$ cat src/rtl/por_pkg.sv
// Package por_pkg
// Shared types for the power-on reset sequencer.
// Assumes nothing beyond being compiled before the modules that use it.
package por_pkg;

    // Sequencer states: holding in reset, counting the delay, released.
    typedef enum logic [1:0] {
        SEQ_HOLD = 2'd0,
        SEQ_WAIT = 2'd1,
        SEQ_DONE = 2'd2
    } seq_state_t;

endpackage

$ cat src/rtl/por_sync.sv
// Module por_sync
// Multi-flop synchroniser that brings the asynchronous comparator bit into
// the clk domain. Assumes the input may change at any time; the output is
// the input delayed by STAGES clock edges and cleared by the logic reset.
module por_sync #(
    parameter int STAGES = 2
) (
    input  logic clk,
    input  logic rst_n,
    input  logic din,
    output logic dout
);

    logic [STAGES-1:0] chain_q;

    // Shift the raw bit through the synchroniser chain.
    always_ff @(posedge clk) begin
        if (!rst_n) begin
            chain_q <= '0;
        end else begin
            chain_q <= {chain_q[STAGES-2:0], din};
        end
    end

    assign dout = chain_q[STAGES-1];

    initial begin
        assert (STAGES >= 2) else $error("por_sync needs at least two stages");
    end

endmodule

$ cat src/rtl/por_filter.sv
// Module por_filter
// Run-length qualifier for the synchronised comparator bit. The qualified
// level changes only after the input has disagreed with it for FILT_CYCLES
// consecutive clocks; any agreeing cycle restarts the run. Assumes a
// synchronous input. After reset the qualified level is low (supply bad).
module por_filter #(
    parameter int FILT_CYCLES = 250
) (
    input  logic clk,
    input  logic rst_n,
    input  logic din,
    output logic level
);

    localparam int CW = $clog2(FILT_CYCLES + 1);
    localparam logic [CW-1:0] LAST = CW'(FILT_CYCLES - 1);

    logic          level_q;
    logic [CW-1:0] run_q;

    // Count disagreeing cycles and flip the qualified level at the limit.
    always_ff @(posedge clk) begin
        if (!rst_n) begin
            level_q <= 1'b0;
            run_q   <= '0;
        end else if (din == level_q) begin
            run_q   <= '0;
        end else if (run_q == LAST) begin
            level_q <= din;
            run_q   <= '0;
        end else begin
            run_q   <= run_q + 1'b1;
        end
    end

    assign level = level_q;

    // A flip of the qualified level must follow the sampled input.
    p_flip_follows_input_r3: assert property (@(posedge clk) disable iff (!rst_n)
        (level_q != $past(level_q)) |-> ($past(din) == level_q));

    // The run counter never reaches the filter length.
    p_run_bounded_r4: assert property (@(posedge clk) disable iff (!rst_n)
        run_q < CW'(FILT_CYCLES));

endmodule

$ cat src/rtl/por_delay.sv
// Module por_delay
// Power-on delay sequencer. Holds reset while the qualified supply is low,
// counts POR_TICKS time-base ticks once it is good, then releases. A low
// supply in any state returns it to HOLD at once and discards the count.
// Assumes tick is a one-cycle strobe synchronous to clk.
module por_delay
    import por_pkg::*;
#(
    parameter int POR_TICKS = 100
) (
    input  logic clk,
    input  logic rst_n,
    input  logic supply_ok,
    input  logic tick,
    output logic done
);

    localparam int CW = $clog2(POR_TICKS + 1);
    localparam logic [CW-1:0] LAST = CW'(POR_TICKS - 1);

    seq_state_t    state_q;
    logic [CW-1:0] tcnt_q;

    // Advance the hold / count / release sequence.
    always_ff @(posedge clk) begin
        if (!rst_n) begin
            state_q <= SEQ_HOLD;
            tcnt_q  <= '0;
        end else if (!supply_ok) begin
            state_q <= SEQ_HOLD;
            tcnt_q  <= '0;
        end else begin
            unique case (state_q)
                SEQ_HOLD: begin
                    state_q <= SEQ_WAIT;
                    tcnt_q  <= '0;
                end
                SEQ_WAIT: begin
                    if (tick) begin
                        if (tcnt_q == LAST) begin
                            state_q <= SEQ_DONE;
                            tcnt_q  <= '0;
                        end else begin
                            tcnt_q  <= tcnt_q + 1'b1;
                        end
                    end
                end
                SEQ_DONE: begin
                    state_q <= SEQ_DONE;
                end
                default: begin
                    state_q <= SEQ_HOLD;
                    tcnt_q  <= '0;
                end
            endcase
        end
    end

    assign done = (state_q == SEQ_DONE);

    // A bad supply always lands the sequencer in HOLD next cycle.
    p_brownout_holds_r7: assert property (@(posedge clk) disable iff (!rst_n)
        !supply_ok |=> (state_q == SEQ_HOLD));

    // Release only comes from WAIT on a tick.
    p_release_on_tick_r5: assert property (@(posedge clk) disable iff (!rst_n)
        $rose(done) |-> ($past(tick) && $past(state_q) == SEQ_WAIT));

    // The tick count stays inside the delay length.
    p_count_bounded_r6: assert property (@(posedge clk) disable iff (!rst_n)
        tcnt_q < CW'(POR_TICKS));

endmodule

$ cat src/rtl/por_sequencer.sv
// Module por_sequencer
// Top of the power-on reset sequencer: synchroniser, run-length filter and
// tick-based delay in series. Assumes base_tick is the watchdog time base
// and logic_pgood is held low for at least one clock edge when asserted.
module por_sequencer #(
    parameter int SYNC_STAGES = 2,
    parameter int FILT_CYCLES = 250,
    parameter int POR_TICKS   = 100
) (
    input  logic clk,
    input  logic logic_pgood,
    input  logic base_tick,
    input  logic cmp_above,
    output logic sys_rst_n,
    output logic seq_done
);

    logic cmp_sync;
    logic supply_ok;
    logic delay_done;

    por_sync #(.STAGES(SYNC_STAGES)) u_sync (
        .clk   (clk),
        .rst_n (logic_pgood),
        .din   (cmp_above),
        .dout  (cmp_sync)
    );

    por_filter #(.FILT_CYCLES(FILT_CYCLES)) u_filter (
        .clk   (clk),
        .rst_n (logic_pgood),
        .din   (cmp_sync),
        .level (supply_ok)
    );

    por_delay #(.POR_TICKS(POR_TICKS)) u_delay (
        .clk       (clk),
        .rst_n     (logic_pgood),
        .supply_ok (supply_ok),
        .tick      (base_tick),
        .done      (delay_done)
    );

    assign sys_rst_n = delay_done;
    assign seq_done  = delay_done;

    // Logic power loss forces reset low on the next cycle.
    p_unpowered_in_reset_r1: assert property (@(posedge clk)
        !logic_pgood |=> (!sys_rst_n && !seq_done));

    // Reset may only be released while the qualified supply was good.
    p_release_needs_supply_r2: assert property (@(posedge clk) disable iff (!logic_pgood)
        sys_rst_n |-> $past(supply_ok));

endmodule

$ cat config.mk
export PLATFORM = sky130hd
export DESIGN_NAME = por_sequencer
export DESIGN_NICKNAME = d
export VERILOG_FILES = /design/src/rtl/por_pkg.sv /design/src/rtl/por_sync.sv /design/src/rtl/por_filter.sv /design/src/rtl/por_delay.sv /design/src/rtl/por_sequencer.sv
export SDC_FILE = /design/constraint.sdc
export NUM_CORES = 1
export LEC_CHECK = 0
export BUFFER_PORTS_ARGS = -buffer_cell sky130_fd_sc_hd__buf_4
export CELL_PAD_IN_SITES_DETAIL_PLACEMENT = 0
export CELL_PAD_IN_SITES_GLOBAL_PLACEMENT = 2
export CORE_ASPECT_RATIO = 0.75
export CORE_UTILIZATION = 39
export DETAILED_ROUTE_END_ITERATION = 6
export PLACE_DENSITY = 0.79
export SLEW_MARGIN = 10
export SYNTH_ARGS = -nofsm -noshare
export SYNTH_HDL_FRONTEND = slang
export SYNTH_SLANG_ARGS = --single-unit
$ cat constraint.sdc
create_clock -name clk -period 2.68 [get_ports clk]
set_input_delay 0.134 -clock clk [delete_from_list [all_inputs] [get_ports clk]]
set_output_delay 0.134 -clock clk [all_outputs]
set_load 0.01 [all_outputs]
======== Word level (Yosys, flattened, before mapping) ========
Index checks and enable logic that the tools add are counted.
word-level totals
  latch bits .............................. 0
  memory bits (writable) .................. 0
  output and inout port bits .............. 2
  input port bits ......................... 4
  ROM bits ................................ 0
  memories kept ........................... 0
  register bits after elaboration ......... 20
  word-level logic and storage cells ...... 29
operators by class
  div/mod/pow operators ................... 0
  $add $sub $neg .......................... 2
  reduce and logical (&&, ||, !) cells .... 6
  mux-type cells .......................... 6
  shift-type cells ........................ 0
  bitwise logic cells ..................... 3
  multiply operators ...................... 0
  eq/ne operators ......................... 7
  magnitude comparators ................... 0
operators by type and width
  kind                                                    number
  2-to-1 mux 7 bit                                        2
  case mux 7 bit (2 select lines)                         1
  adder 8 x 1 -> 8 bit (second input constant)            1
  == test 8 bit (second input constant)                   1
  AND reduction 2 bit                                     4
  adder 7 x 1 -> 7 bit (second input constant)            1
  == test 7 bit (second input constant)                   1
  case mux 2 bit (3 select lines)                         1
  2-to-1 mux 2 bit                                        2
  NOT 1 bit                                               3
  OR reduction 3 bit                                      1
  == test 2 x 1 -> 1 bit (second input constant)          1
  == test 2 bit (second input constant)                   1
  logical NOT 2 bit                                       1
  inequality test 2 x 1 -> 1 bit (second input constant)  1
  inequality test 2 bit (second input constant)           1
  == test 1 bit                                           1

======== Depth between registers and ports, before layout ========
  word-level depth ........................ 4
  mapped depth ............................ 6
  depth with buffers taken out ............ 5

======== Cells and area by module ========
A second synthesis with hierarchy kept.
second synthesis, totals
  cells, all modules ...................... 109
  area, all modules ....................... 1027.2 um2
by module, submodules not included
  module         times used  seq. area each (um2)  cells each  area each (um2)
  por_delay      1           180.2                 55          541.8
  por_filter     1           180.2                 49          425.4
  por_sync       1           40.0                  4           52.6
  por_sequencer  1           0.0                   1           7.5

======== Least setup slack after synthesis ========
OpenSTA, ideal clock, no wires.
  kind .................................... register to register
  from .................................... register u_delay.state_q[0]
  to ...................................... register u_delay.tcnt_q[4]
  setup time .............................. 0.095 ns
  arrival time ............................ 1.640 ns
  buffers on the path ..................... 0
  slack ................................... 0.944 ns
  cell stages (with the launch flop) ...... 6
  clock period less this slack ............ 1.736 ns
  data required time ...................... 2.585 ns
  path through ............................ dfxtp_1 inv_1 ha_1 nand2b_1 or4_1 a221oi_1
on the way
  longest elaborated chain between the ends .. 3
  elaborated cells between the ends (all ways) .. 6
  those cells by class .................... eq/ne: 3; mux: 1; bitwise: 1; reduce/logical: 1
ends and longest elaborated chain
  what                           line                 text
  start, declared                por_delay.sv:21      seq_state_t state_q;
  start signal, assigned         por_delay.sv:27      state_q <= SEQ_HOLD;
  start signal, assigned         por_delay.sv:30      state_q <= SEQ_HOLD;
  start signal, assigned         por_delay.sv:35      state_q <= SEQ_WAIT;
  == test 2 bit (*)              -
  net seq_done                   por_sequencer.sv:15  output logic seq_done
  NOT 1 bit (no line)            -
  AND reduction 2 bit (no line)  -
  end signal, assigned           por_delay.sv:44      tcnt_q <= tcnt_q + 1'b1;
  end, declared                  por_delay.sv:22      logic [CW-1:0] tcnt_q;
Mark *: on every way through the listed nets, which the timed path passes. The rest lies on a longest branch.
A chain may end at the register's enable or synchronous reset.

======== Final worst setup path ========
  from .................................... register u_delay.state_q[0]
  to ...................................... register u_delay.tcnt_q[3]
on the way
  longest elaborated chain between the ends .. 3
  elaborated cells between the ends (all ways) .. 6
  those cells by class .................... eq/ne: 3; mux: 1; bitwise: 1; reduce/logical: 1
ends and longest elaborated chain
  what                                                                 line             text
  == test 2 x 1 -> 1 bit / == test 2 bit (equally long branches)       por_delay.sv:33  unique case (state_q)
  inequality test 2 bit (no line) / NOT 1 bit (equally long branches)  -
  AND reduction 2 bit (no line)                                        -
Several ways; a longest one is shown, not always the timed one.

==> flow_summary.ini <==
[setup_path]
worstReg2RegStart = u_delay.state_q[0]
critPathKind = reg -> reg
critical_path.max_fanout = 10
end_kind = register
cp-start-kind = register
cp-startpoint = u_delay.state_q[0]
critPathTopFamily = simple AND/OR/NAND/NOR gates
crit_slowest_cell = or4_1
slowest_delay_ns = 0.50
cp_num_buf_inv = 1
cp_data_arrival_time_ns = 2.10
required_ns = 2.88
path_cells = inv_1 -> ha_1 -> nand2b_1 -> or4_1 -> a221oi_1

[detailed_routing]
wl_met2_um = 768
via_per_inst = 5.39
wl_met1_um = 1090
vias = 803
postRouteAntennaNets = 0
wl_per_cell_um = 12.9
routed.top_layer = met4
met3_length_um = 46
drt_iter0_markers = 35
dr.pass1.iters = 4
routed_wl_um = 1920
drcViolationCount = 0

[synthesis]
synthXorXnorAreaFrac_pct = 3.50
ys_seq_area_share_pct = 40.1
synth_mux_area_share_pct = 2.00
syn_nets = 121
synth_top_family_by_area = simple AND/OR/NAND/NOR gates
yosysWarnings = 0
yosys.area_share.adder_pct = 7.51
synth_compound_area_share_pct = 18.5
ys_ff_latch = 20
synth_edf_count = 0
syn_inst = 111
mappedNetlistArea_um2 = 1000
ys_async_sr_fraction_pct = 0
yosys.area_share.simple_pct = 22.8
yosysUniqueCellTypes = 34
ys.flop_type = dfxtp_1
syn_area_per_cell_um2 = 9.01

[timing]
slew_violations = 0
rsz0062_at_grt = false
timing.final.crit_share_pct = 70.9
setup_viol = 0
worstMarginPinSlew_ns = 0.684
hold_viol = 0
maxClockFrequency_mhz = 526
skew_ns = 0.00749
setup-tns-final_ns = 0
relSlewSlack_pct = 54.3
min_period_ns = 1.90

[clocking]
ctsHoldBuffers = 0
cts_setup_buffers = 0
clk_pin_slew_ns = 0.10
cts_resized = 0
h-tree-depth = 1
cts_made_buffers = 3
clock-sinks = 20
cts_tree = done
clock_latency_ns = 0.29
root_buffer = clkbuf_4
cts_buffer_depth = 2

[pwr]
switching_power_mw = 0.0861
vdd_drop_max_v = 0.000200
p_comb_share_pct = 2.1
pwr_density_cell_nw_per_um2 = 411
p_leak_nw = 0.327
swShare_pct = 19.5
seq_power_share_pct = 67.9
internal-power_mw = 0.356
pwr-share-clk_pct = 30.1

[place]
placed_area_um2 = 1050
io_buffer_count = 5
place_congestion = 0.720
dp_hpwl_um = 1490
placed_cells = 146

[cells_and_area]
layout_common_cells = 20 x dfxtp_1, 8 x inv_1, 8 x o21ai_0, 7 x nand3_1
final_common_cell = dfxtp_1
layout.cells.non_filler = 149
antenna_cells = 0
n_fill_cell = 270
drive_above_1_share_pct = 6.96
regArea_um2 = 400
nNetsFinal = 127
synthToLayoutAreaGrowth_pct = 7.63
final_area_um2 = 1080
multi_input_area_um2 = 543

[die]
initial_core_util_pct = 42.3
num_rows = 15
die_area_um2 = 2770
num_io_pins = 6
die_y_um = 45.8
core_um2 = 2360
die_w_um = 60.5

[global_route]
grt-ovfl-total = 0
antenna_found_initial = 0
grt_start_max_net_pins = 13
grt_pass1_wl_um = 3320
grt_pass1_vias = 732
grt.total_usage_pct = 16.6

[outcome]
outcome = completed

[hold_path]
min_from = cmp_above
hp-class = in -> reg

[job]
maxCapViolCount = 0
power groups by stage:
stage          Sequential, mW  Combinational, mW  Clock (mW)
6_report                0.300            0.00912       0.133
5_1_grt                 0.300             0.0107       0.152
4_1_cts                 0.300            0.00936       0.145
3_5_place_dp            0.307            0.00926           0
3_3_place_gp            0.307            0.00915           0
2_1_floorplan           0.307            0.00486           0
kinds of logic after synthesis:
group           Yosys count
flops                    20
compound gates           28
mux                       2
fa+ha+maj                 6
buf+inv                  12
simple gates             39
xor+xnor                  4
metrics by stage:
| step | setup WS (ns) | power (mW) | hold slack [ns] | util [%] |
|---|---|---|---|---|
| 2_1_floorplan | 0.944 | 0.311 | 0.261 | - |
| 3_3_place_gp | 0.873 | 0.316 | 0.344 | 44.6 |
| 3_5_place_dp | 0.790 | 0.316 | 0.346 | 44.6 |
| 4_1_cts | 0.765 | 0.454 | 0.0356 | 45.5 |
| 5_1_grt | 0.641 | 0.463 | 0.0619 | 45.5 |
| 6_report | 0.779 | 0.442 | 0.0527 | 45.5 |
registers in the layout (all words and copies together) (netlist names):
name / flops
u_delay.state_q: 2
u_delay.tcnt_q: 7
u_filter.level: 1
u_filter.run_q: 8
u_sync.chain_q: 2
worst paths after layout:
kind              depth (start not counted)  slack, ns                end
setup / recovery                          5       0.78  u_delay.tcnt_q[3]
hold / removal                            2       0.05  u_sync.chain_q[0]
setup reg to reg                          5       0.78  u_delay.tcnt_q[3]
hold reg to reg                           1       0.44  u_sync.chain_q[1]
synth_stat cells, types with 3 or more instances:
cell | instances | share of area (%)
nand4_1 | 3 | 1.9
o31ai_1 | 5 | 3.8
nor2_1 | 5 | 1.9
nand3_1 | 7 | 3.5
ha_1 | 6 | 7.5
a221oi_1 | 5 | 4.4
nand2_1 | 6 | 2.3
or4_1 | 5 | 3.8
a21oi_1 | 3 | 1.5
inv_1 | 8 | 3.0
o21ai_0 | 8 | 4.0
dfxtp_1 | 20 | 40
routing by layer:
metal,track usage [%],vias to the layer above
met3,5.11,2
met2,23.5,12
li1,-,425
met5,0,-
met4,4.09,0
met1,24.3,364
final cells by class:
| type | count | share of cell area (%) |
|---|---|---|
| multi-input combinational | 79 | 50.5 |
| sequential | 20 | 37.2 |
| timing repair buffer | 5 | 3.49 |
| clock buffer | 3 | 2.09 |
| inverter | 8 | 2.79 |
| tap | 34 | 3.95 |
Power figures use the tool's default switching activity.
